[src/rtl/pmode_pkg.sv]
package pmode_pkg;

    localparam int MODE_W = 4;
    localparam int KEY_W  = 16;

    localparam logic [MODE_W-1:0] M_DRUN  = 4'h3;
    localparam logic [MODE_W-1:0] M_RUN0  = 4'h4;
    localparam logic [MODE_W-1:0] M_RUN1  = 4'h5;
    localparam logic [MODE_W-1:0] M_RUN2  = 4'h6;
    localparam logic [MODE_W-1:0] M_RUN3  = 4'h7;
    localparam logic [MODE_W-1:0] M_HALT  = 4'h8;
    localparam logic [MODE_W-1:0] M_STOP  = 4'hA;
    localparam logic [MODE_W-1:0] M_STDBY = 4'hD;

    localparam logic [KEY_W-1:0] KEY_OPEN = 16'h5AF0;
    localparam logic [KEY_W-1:0] KEY_SEAL = ~KEY_OPEN;

    function automatic logic is_run(input logic [MODE_W-1:0] m);
        return (m == M_DRUN) || (m == M_RUN0) || (m == M_RUN1) ||
               (m == M_RUN2) || (m == M_RUN3);
    endfunction

    function automatic logic is_lowpwr(input logic [MODE_W-1:0] m);
        return (m == M_HALT) || (m == M_STOP) || (m == M_STDBY);
    endfunction

    function automatic logic is_legal(input logic [MODE_W-1:0] m);
        return is_run(m) || is_lowpwr(m);
    endfunction

endpackage

[src/rtl/pmode_key_gate.sv]
module pmode_key_gate
    import pmode_pkg::*;
(
    input  logic              clk,
    input  logic              rst_n,
    input  logic              wr_en,
    input  logic [31:0]       wr_data,
    input  logic              blocked,
    output logic              accept,
    output logic [MODE_W-1:0] accept_mode,
    output logic              invalid
);

    typedef struct packed {
        logic              armed;
        logic [MODE_W-1:0] held_mode;
        logic              invalid;
    } gate_t;

    gate_t q, d;

    logic [MODE_W-1:0] wr_mode;
    logic [KEY_W-1:0]  wr_key;

    assign wr_mode = wr_data[31:28];
    assign wr_key  = wr_data[KEY_W-1:0];

    always_comb begin
        d           = q;
        accept      = 1'b0;
        accept_mode = q.held_mode;
        if (wr_en) begin
            if (blocked) begin
                d.armed   = 1'b0;
                d.invalid = 1'b1;
            end else if (!q.armed) begin
                if ((wr_key == KEY_OPEN) && is_legal(wr_mode)) begin
                    d.armed     = 1'b1;
                    d.held_mode = wr_mode;
                end else begin
                    d.invalid = 1'b1;
                end
            end else begin
                d.armed = 1'b0;
                if ((wr_key == KEY_SEAL) && (wr_mode == q.held_mode)) begin
                    accept = 1'b1;
                end else begin
                    d.invalid = 1'b1;
                end
            end
        end
    end

    always_ff @(posedge clk or negedge rst_n) begin
        if (!rst_n) begin
            q <= '{armed: 1'b0, held_mode: M_DRUN, invalid: 1'b0};
        end else begin
            q <= d;
        end
    end

    assign invalid = q.invalid;

endmodule

[src/rtl/pmode_ack_stub.sv]
module pmode_ack_stub #(
    parameter int LATENCY = 6
) (
    input  logic clk,
    input  logic rst_n,
    input  logic start,
    output logic busy,
    output logic done
);

    localparam int CNT_W = $clog2(LATENCY + 1);
    localparam logic [CNT_W-1:0] LAT_V = CNT_W'(LATENCY);

    logic [CNT_W-1:0] cnt_q, cnt_d;

    always_comb begin
        cnt_d = cnt_q;
        if (start) begin
            cnt_d = LAT_V;
        end else if (cnt_q != '0) begin
            cnt_d = cnt_q - 1'b1;
        end
    end

    always_ff @(posedge clk or negedge rst_n) begin
        if (!rst_n) begin
            cnt_q <= '0;
        end else begin
            cnt_q <= cnt_d;
        end
    end

    assign busy = (cnt_q != '0);
    assign done = (cnt_q == CNT_W'(1));

endmodule

[src/rtl/pmode_sequencer.sv]
module pmode_sequencer
    import pmode_pkg::*;
(
    input  logic              clk,
    input  logic              rst_n,
    input  logic              accept,
    input  logic [MODE_W-1:0] accept_mode,
    input  logic              wakeup,
    input  logic              busy,
    input  logic              done,
    output logic              start,
    output logic [MODE_W-1:0] mode
);

    typedef struct packed {
        logic [MODE_W-1:0] cur;
        logic [MODE_W-1:0] tgt;
        logic [MODE_W-1:0] ret;
        logic              wake_pend;
    } seq_t;

    seq_t q, d;
    logic wake_go;

    always_comb begin
        d       = q;
        wake_go = is_lowpwr(q.cur) && !busy && (wakeup || q.wake_pend);
        start   = accept || wake_go;

        if (accept) begin
            d.tgt = accept_mode;
            if (is_lowpwr(accept_mode)) begin
                d.ret = q.cur;
            end
        end else if (wake_go) begin
            d.tgt       = q.ret;
            d.wake_pend = 1'b0;
        end

        if (wakeup && busy && is_lowpwr(q.tgt)) begin
            d.wake_pend = 1'b1;
        end

        if (done) begin
            d.cur = q.tgt;
        end
    end

    always_ff @(posedge clk or negedge rst_n) begin
        if (!rst_n) begin
            q <= '{cur: M_DRUN, tgt: M_DRUN, ret: M_DRUN, wake_pend: 1'b0};
        end else begin
            q <= d;
        end
    end

    assign mode = q.cur;

endmodule

[src/rtl/pmode_ctrl.sv]
module pmode_ctrl
    import pmode_pkg::*;
#(
    parameter int LATENCY = 6
) (
    input  logic        clk,
    input  logic        rst_n,
    input  logic        wr_en,
    input  logic [31:0] wr_data,
    input  logic        wakeup,
    output logic [3:0]  mode_o,
    output logic        busy_o,
    output logic        invalid_o
);

    logic              accept;
    logic [MODE_W-1:0] accept_mode;
    logic              start;
    logic              busy;
    logic              done;
    logic [MODE_W-1:0] mode;
    logic              blocked;

    assign blocked = busy || is_lowpwr(mode);

    pmode_key_gate u_gate (
        .clk         (clk),
        .rst_n       (rst_n),
        .wr_en       (wr_en),
        .wr_data     (wr_data),
        .blocked     (blocked),
        .accept      (accept),
        .accept_mode (accept_mode),
        .invalid     (invalid_o)
    );

    pmode_sequencer u_seq (
        .clk         (clk),
        .rst_n       (rst_n),
        .accept      (accept),
        .accept_mode (accept_mode),
        .wakeup      (wakeup),
        .busy        (busy),
        .done        (done),
        .start       (start),
        .mode        (mode)
    );

    pmode_ack_stub #(.LATENCY(LATENCY)) u_ack (
        .clk   (clk),
        .rst_n (rst_n),
        .start (start),
        .busy  (busy),
        .done  (done)
    );

    assign mode_o = mode;
    assign busy_o = busy;

endmodule

[config.mk]
export PLATFORM = sky130hd
export DESIGN_NAME = pmode_ctrl
export DESIGN_NICKNAME = d
export VERILOG_FILES = /design/src/rtl/pmode_pkg.sv /design/src/rtl/pmode_key_gate.sv /design/src/rtl/pmode_ack_stub.sv /design/src/rtl/pmode_sequencer.sv /design/src/rtl/pmode_ctrl.sv
export SDC_FILE = /design/constraint.sdc
export NUM_CORES = 1
export LEC_CHECK = 0
export BUFFER_PORTS_ARGS = -buffer_cell sky130_fd_sc_hd__buf_2
export CORE_MARGIN = 2
export CORE_UTILIZATION = 34
export DETAILED_ROUTE_END_ITERATION = 7
export PLACE_DENSITY = 0.57
export SYNTH_ARGS = -nofsm -noshare
export SYNTH_HDL_FRONTEND = slang
export SYNTH_SLANG_ARGS = --single-unit
[constraint.sdc]
create_clock -name clk -period 5.7 [get_ports clk]
set_input_delay 0.57 -clock clk [delete_from_list [all_inputs] [get_ports clk]]
set_output_delay 0.57 -clock clk [all_outputs]
set_load 0.05 [all_outputs]
Word level (Yosys, flattened, before mapping) --
Index checks and enable logic that the tools add are counted.
Cells by class: add/subtract/negate cells 1, equality and inequality tests 24, muxes and demuxes 18, bitwise operators 2, reduce and logical (&&, ||, !) cells 31
Operator list (count):
- == test 4 bit (second input constant) | 12
- == test 16 x 15 -> 1 bit (second input constant) | 1
- == test 16 bit (second input constant) | 1
- == test 4 x 3 -> 1 bit (second input constant) | 4
- logical OR 1 bit | 16
- 2-to-1 mux 1 bit | 13
- 2-to-1 mux 4 bit | 2
- logical AND 1 bit | 6
- 2-to-1 mux 3 bit | 2
- nonzero test 2 bit | 3
- 2-to-1 mux 5 bit | 1
- == test 4 x 2 -> 1 bit (second input constant) | 1
- == test 4 bit | 1
- AND reduction 2 bit | 2
- AND reduction 4 bit | 1
- == test 3 x 1 -> 1 bit (second input constant) | 1
- != test 3 x 2 -> 1 bit (second input constant) | 1
- != test 3 bit (second input constant) | 1
- AND reduction 3 bit | 1
- nonzero test 3 bit | 1
- subtractor 3 x 1 -> 3 bit (second input constant) | 1
- != test 2 bit (second input constant) | 1
- NOT 1 bit | 2
- logical NOT 1 bit | 1
Storage, ports and cells: register bits 22, bits of input ports 36, logic and storage cells 84

Longest topological paths before layout --
depth after elaboration 10, mapped depth 8, mapped depth without buffers 7

Cells and area by module --
A second synthesis with hierarchy kept.
Second synthesis, totals: cells, all modules 114, area, all modules 1341.3 µm²
By module, submodules not included:
- pmode_sequencer | instances 1, cells an instance 50, area each 653.1 µm², sequential area each 332.8 µm²
- pmode_key_gate | instances 1, cells an instance 42, area each 461.7 µm², sequential area each 152.6 µm²
- pmode_ack_stub | instances 1, cells an instance 19, area each 203.9 µm², sequential area each 75.1 µm²
- pmode_ctrl | instances 1, cells an instance 3, area each 22.5 µm², sequential area each 0.0 µm²

Worst setup path after synthesis --
OpenSTA, ideal clock, no wires.
path type in2reg, start input port wr_data[5], end register u_seq.q[3] (netlist bit), setup time 0.125 ns, data arrival time 1.854 ns, required time 5.575 ns, path slack 3.721 ns, cell stages on the path 6, path buffers 1, cell sequence nor4b_2 -> nand4_2 -> nor4_1 -> and3_1 -> buf_6 -> mux2_4
On the way: cells in the longest elaborated chain, start to end 7
RTL lines:
- from (decl) | RTL line pmode_ctrl.sv:9 | input logic [31:0] wr_data,
- == test 16 bit | RTL line pmode_key_gate.sv:45 | if ((wr_key == KEY_SEAL) && (wr_mode == q.held_mode)) begin
- logical AND 1 bit | RTL line pmode_key_gate.sv:45
- 2-to-1 mux 1 bit | RTL line pmode_key_gate.sv:45
- 2-to-1 mux 1 bit | RTL line pmode_key_gate.sv:36 | end else if (!q.armed) begin
- 2-to-1 mux 1 bit | RTL line pmode_key_gate.sv:33 | if (blocked) begin
- 2-to-1 mux 1 bit | RTL line pmode_key_gate.sv:32 | if (wr_en) begin
- AND reduction 2 bit (no line)
- to (signal assigned) | RTL line pmode_sequencer.sv:51 | q <= '{cur: M_DRUN, tgt: M_DRUN, ret: M_DRUN, wake_pend: 1'b0};
- to (decl) | RTL line pmode_sequencer.sv:22 | seq_t q, d;
No other way between the ends. A chain may end at the register's enable or synchronous reset.

Final worst setup path --
start register u_ack.cnt_q[0], end register u_seq.q[4] (netlist bit)
On the way: cells in the longest elaborated chain, start to end 5
RTL lines:
- from (decl) | RTL line pmode_ack_stub.sv:14 | logic [CNT_W-1:0] cnt_q, cnt_d;
- from (signal assigned) | RTL line pmode_ack_stub.sv:29 | cnt_q <= cnt_d;
- nonzero test 3 bit | RTL line pmode_ack_stub.sv:33 | assign busy = (cnt_q != '0);
- logical OR 1 bit | RTL line pmode_ctrl.sv:24 | assign blocked = busy || is_lowpwr(mode);
- 2-to-1 mux 1 bit | RTL line pmode_key_gate.sv:33
- 2-to-1 mux 1 bit | RTL line pmode_key_gate.sv:32
- AND reduction 2 bit (no line)
No other way between the ends.

==> flow_summary.toml <==
[status]
status = "finished clean"

[global_route]
grt_use_total_pct = 14.2
grt_max_degree = 23
grt_pass1_vias = 1014
antenna_found_initial = 0
grt-ovfl-total = 0
grt_first_pass_wirelength_um = 4650

[cts]
path_clk_slew_ns = 0.08
cts_tree = "done"
cts_inserted_buffers = 3
clock_latency_ns = 0.27
postCtsSetupBuffers = 0
holdBufCountCts = 0
cts.sinks = 22
cts.path.max_buffers = 2
htree_levels = 1
cts_resized = 0
cts_root_buffer = "clkbuf_8"

[timing]
worst_pin_slew_ns = 0.488
fin_setup_tns_ns = 0
finClkSkew_ns = 0.00167
slew_headroom_pct = 67.5
fin_crit_sh_pct = 39.2
max_freq_mhz = 448
hold_viol = 0
min_period_ns = 2.23
rsz0062_at_grt = "no"
slew_viol_final = 0
setup_violations = 0

[synth]
synth_area_per_cell_um2 = 12.2
yosys.area.top_type_share_pct = 26.6
synth_cell_types = 43
ys_ff_latch = 22
synth_area_leaders = "dfrtp_1 (27%), dfstp_2 (16%), mux2_4 (9.1%)"
synthCells = 108
synth-seq-area-share_pct = 42.5
yosys_warnings = 0
synth_flop_cell = "dfrtp_1"
synth_edf_count = 0
netlist_area_mm2 = 0.00132
synth_top_area_cell = "dfrtp_1"
syn-num-nets = 147
async_flop_share_pct = 100

[place]
dpl_cell_area_mm2 = 0.00148
dpl.hpwl_um = 2070
place_congestion = 0.776
portBuffers = 29

[die]
die_w_um = 66.3
dieArea_mm2 = 0.00439
start_util_pct = 35.8
num_io_pins = 42
fp.dieH_um = 66.3
row_count = 22
coreArea_mm2 = 0.00369

[detailed_routing]
via_per_inst = 5.14
m1WireLength_um = 1160
wl_um = 2640
drtIter0Drc = 33
wl_per_cell_um = 14.4
drt_first_pass_iters = 4
antenna_left = 0
met3WireLength_um = 112
topRoutingLayerUsed = "met4"
drc = 0
met2_wirelength_um = 1310
num_vias = 945

[pwr]
cellPowerDensity_mw_per_mm2 = 209
ir_worst_vdd_v = 0.0000902
power_leakage_nw = 0.774

[cells_and_area]
final_area_mm2 = 0.00155
antenna-diode-count = 0
nNetsFinal = 176
syn_to_final_growth_pct = 17.8
fin_util_pct = 42.1
drive_gt1_share_pct = 47.1

[worst_setup_path]
required_ns = 5.86
start_kind = "flip-flop"
startpoint = "u_ack.cnt_q[0]$_DFFE_PN0P_"
worstPathCellList = "inv_1, ha_1, and2b_1, nand3_2, nor4_1, and3_1, mux2_4"
worstPathArrival_ns = 2.39
r2r-start = "u_ack.cnt_q[0]$_DFFE_PN0P_"
path_class = "flip-flop to flip-flop"
crit_path_max_fanout = 6
slowest_delay_ns = 0.39
crit_slowest_cell = "dfrtp_1"
crit_path_end_kind = "flip-flop"

[hold_path]
hp-class = "input pin to asynchronous set/reset pin"

[flow_run]
max_cap_viol_count = 0
-- per-stage QoR --
step | setup WS (ns) | instances | total power [mW] | hold slack (ns)
after floorplan | 3.72 | 108 | 0.166 | 0.274
after global placement | 3.40 | 180 | 0.181 | 0.457
after detailed placement | 3.38 | 180 | 0.182 | 0.461
after CTS | 3.46 | 184 | 0.329 | 0.271
after global routing | 3.31 | 184 | 0.335 | 0.289
final | 3.47 | 184 | 0.325 | 0.255
-- critical path, delay by kind of cell (launching register included) --
family / cells / cell delay [ns]
and+or+nand+nor: 4 / 1.08
buffers and inverters: 1 / 0.14
adders and majority gates: 1 / 0.18
DFF: 1 / 0.39
muxes: 1 / 0.33
-- power breakdown --
| group | switching [mW] | leakage [nW] | internal (mW) | total (mW) |
|---|---|---|---|---|
| combinational | 0.0121 | 0.465 | 0.00989 | 0.0220 |
| clock | 0.0529 | 0.0357 | 0.0939 | 0.147 |
| sequential | 0.00000714 | 0.273 | 0.156 | 0.156 |
| total | 0.0650 | 0.774 | 0.260 | 0.325 |
-- cells in the final DEF (no fill, tap or decap), types with 4 or more instances in the layout --
cell / instances
buf_2: 29
dfrtp_1: 14
mux2_4: 8
dfstp_2: 8
nand2_1: 5
o21ai_0: 5
xnor2_1: 5
inv_1: 4
a22o_1: 4
a21o_1: 4
mux2_2: 4
-- final cells by class --
type                       instances  area [um^2]
fill                             387         2130
multi-input combinational         77          702
sequential                        22          561
timing repair buffer              29          145
tap                               48         60.1
clock buffer                       3         41.3
clock inverter                     1         30.0
inverter                           4         15.0
-- registers in the layout, indices dropped and copies added (netlist names) --
signal and count:
u_gate.q 1, u_gate.invalid 1, u_seq.mode 4, u_gate.accept_mode 4, u_seq.q 9, u_ack.cnt_q 3
-- routing by layer --
metal / up-vias / global-route usage, %
li1: 458 / -
met5: - / 0
met2: 31 / 24.4
met3: 5 / 1.70
met1: 451 / 17.3
met4: 0 / 6.89
-- cells by family (layout without fill, tap and decap cells) --
group	count (synthesis)	in the layout	synth area share, %
fa+ha+maj	3	3	2.85
buf+inv	9	37	4.27
mux	14	14	14.0
simple gates	35	35	20.9
xor+xnor	5	5	3.32
compound gates	20	20	12.1
flops	22	22	42.5
-- Yosys cell counts, drive strengths merged, types with 2 or more instances --
cell type and instances:
inv 4, a21o 4, mux2i 2, buf 5
nor4b 3, o21ai 5, dfrtp 14, nand2 6
mux2 12, ha 3, nand3 4, xnor2 5
nor2 3, a22o 4, a21oi 2, nand4 3
and3 2, nor4 2, nand3b 3, dfstp 8
-- final timing paths --
kind | cells past startpoint | slack (ns) | endpoint
max in group asynchronous | 1 | 5.09 | u_gate.accept_mode[0]$_DFFE_PN1P_
min reg2reg | 1 | 0.48 | u_gate.invalid$_DFFE_PN0P_
min in group clk | 1 | 0.48 | u_gate.invalid$_DFFE_PN0P_
max reg2reg | 7 | 3.47 | u_seq.q[4]$_DFFE_PN0P_
min | 1 | 0.25 | u_ack.cnt_q[2]$_DFFE_PN0P_
max | 7 | 3.47 | u_seq.q[4]$_DFFE_PN0P_
Note: power is estimated with default switching activity, not from simulation.
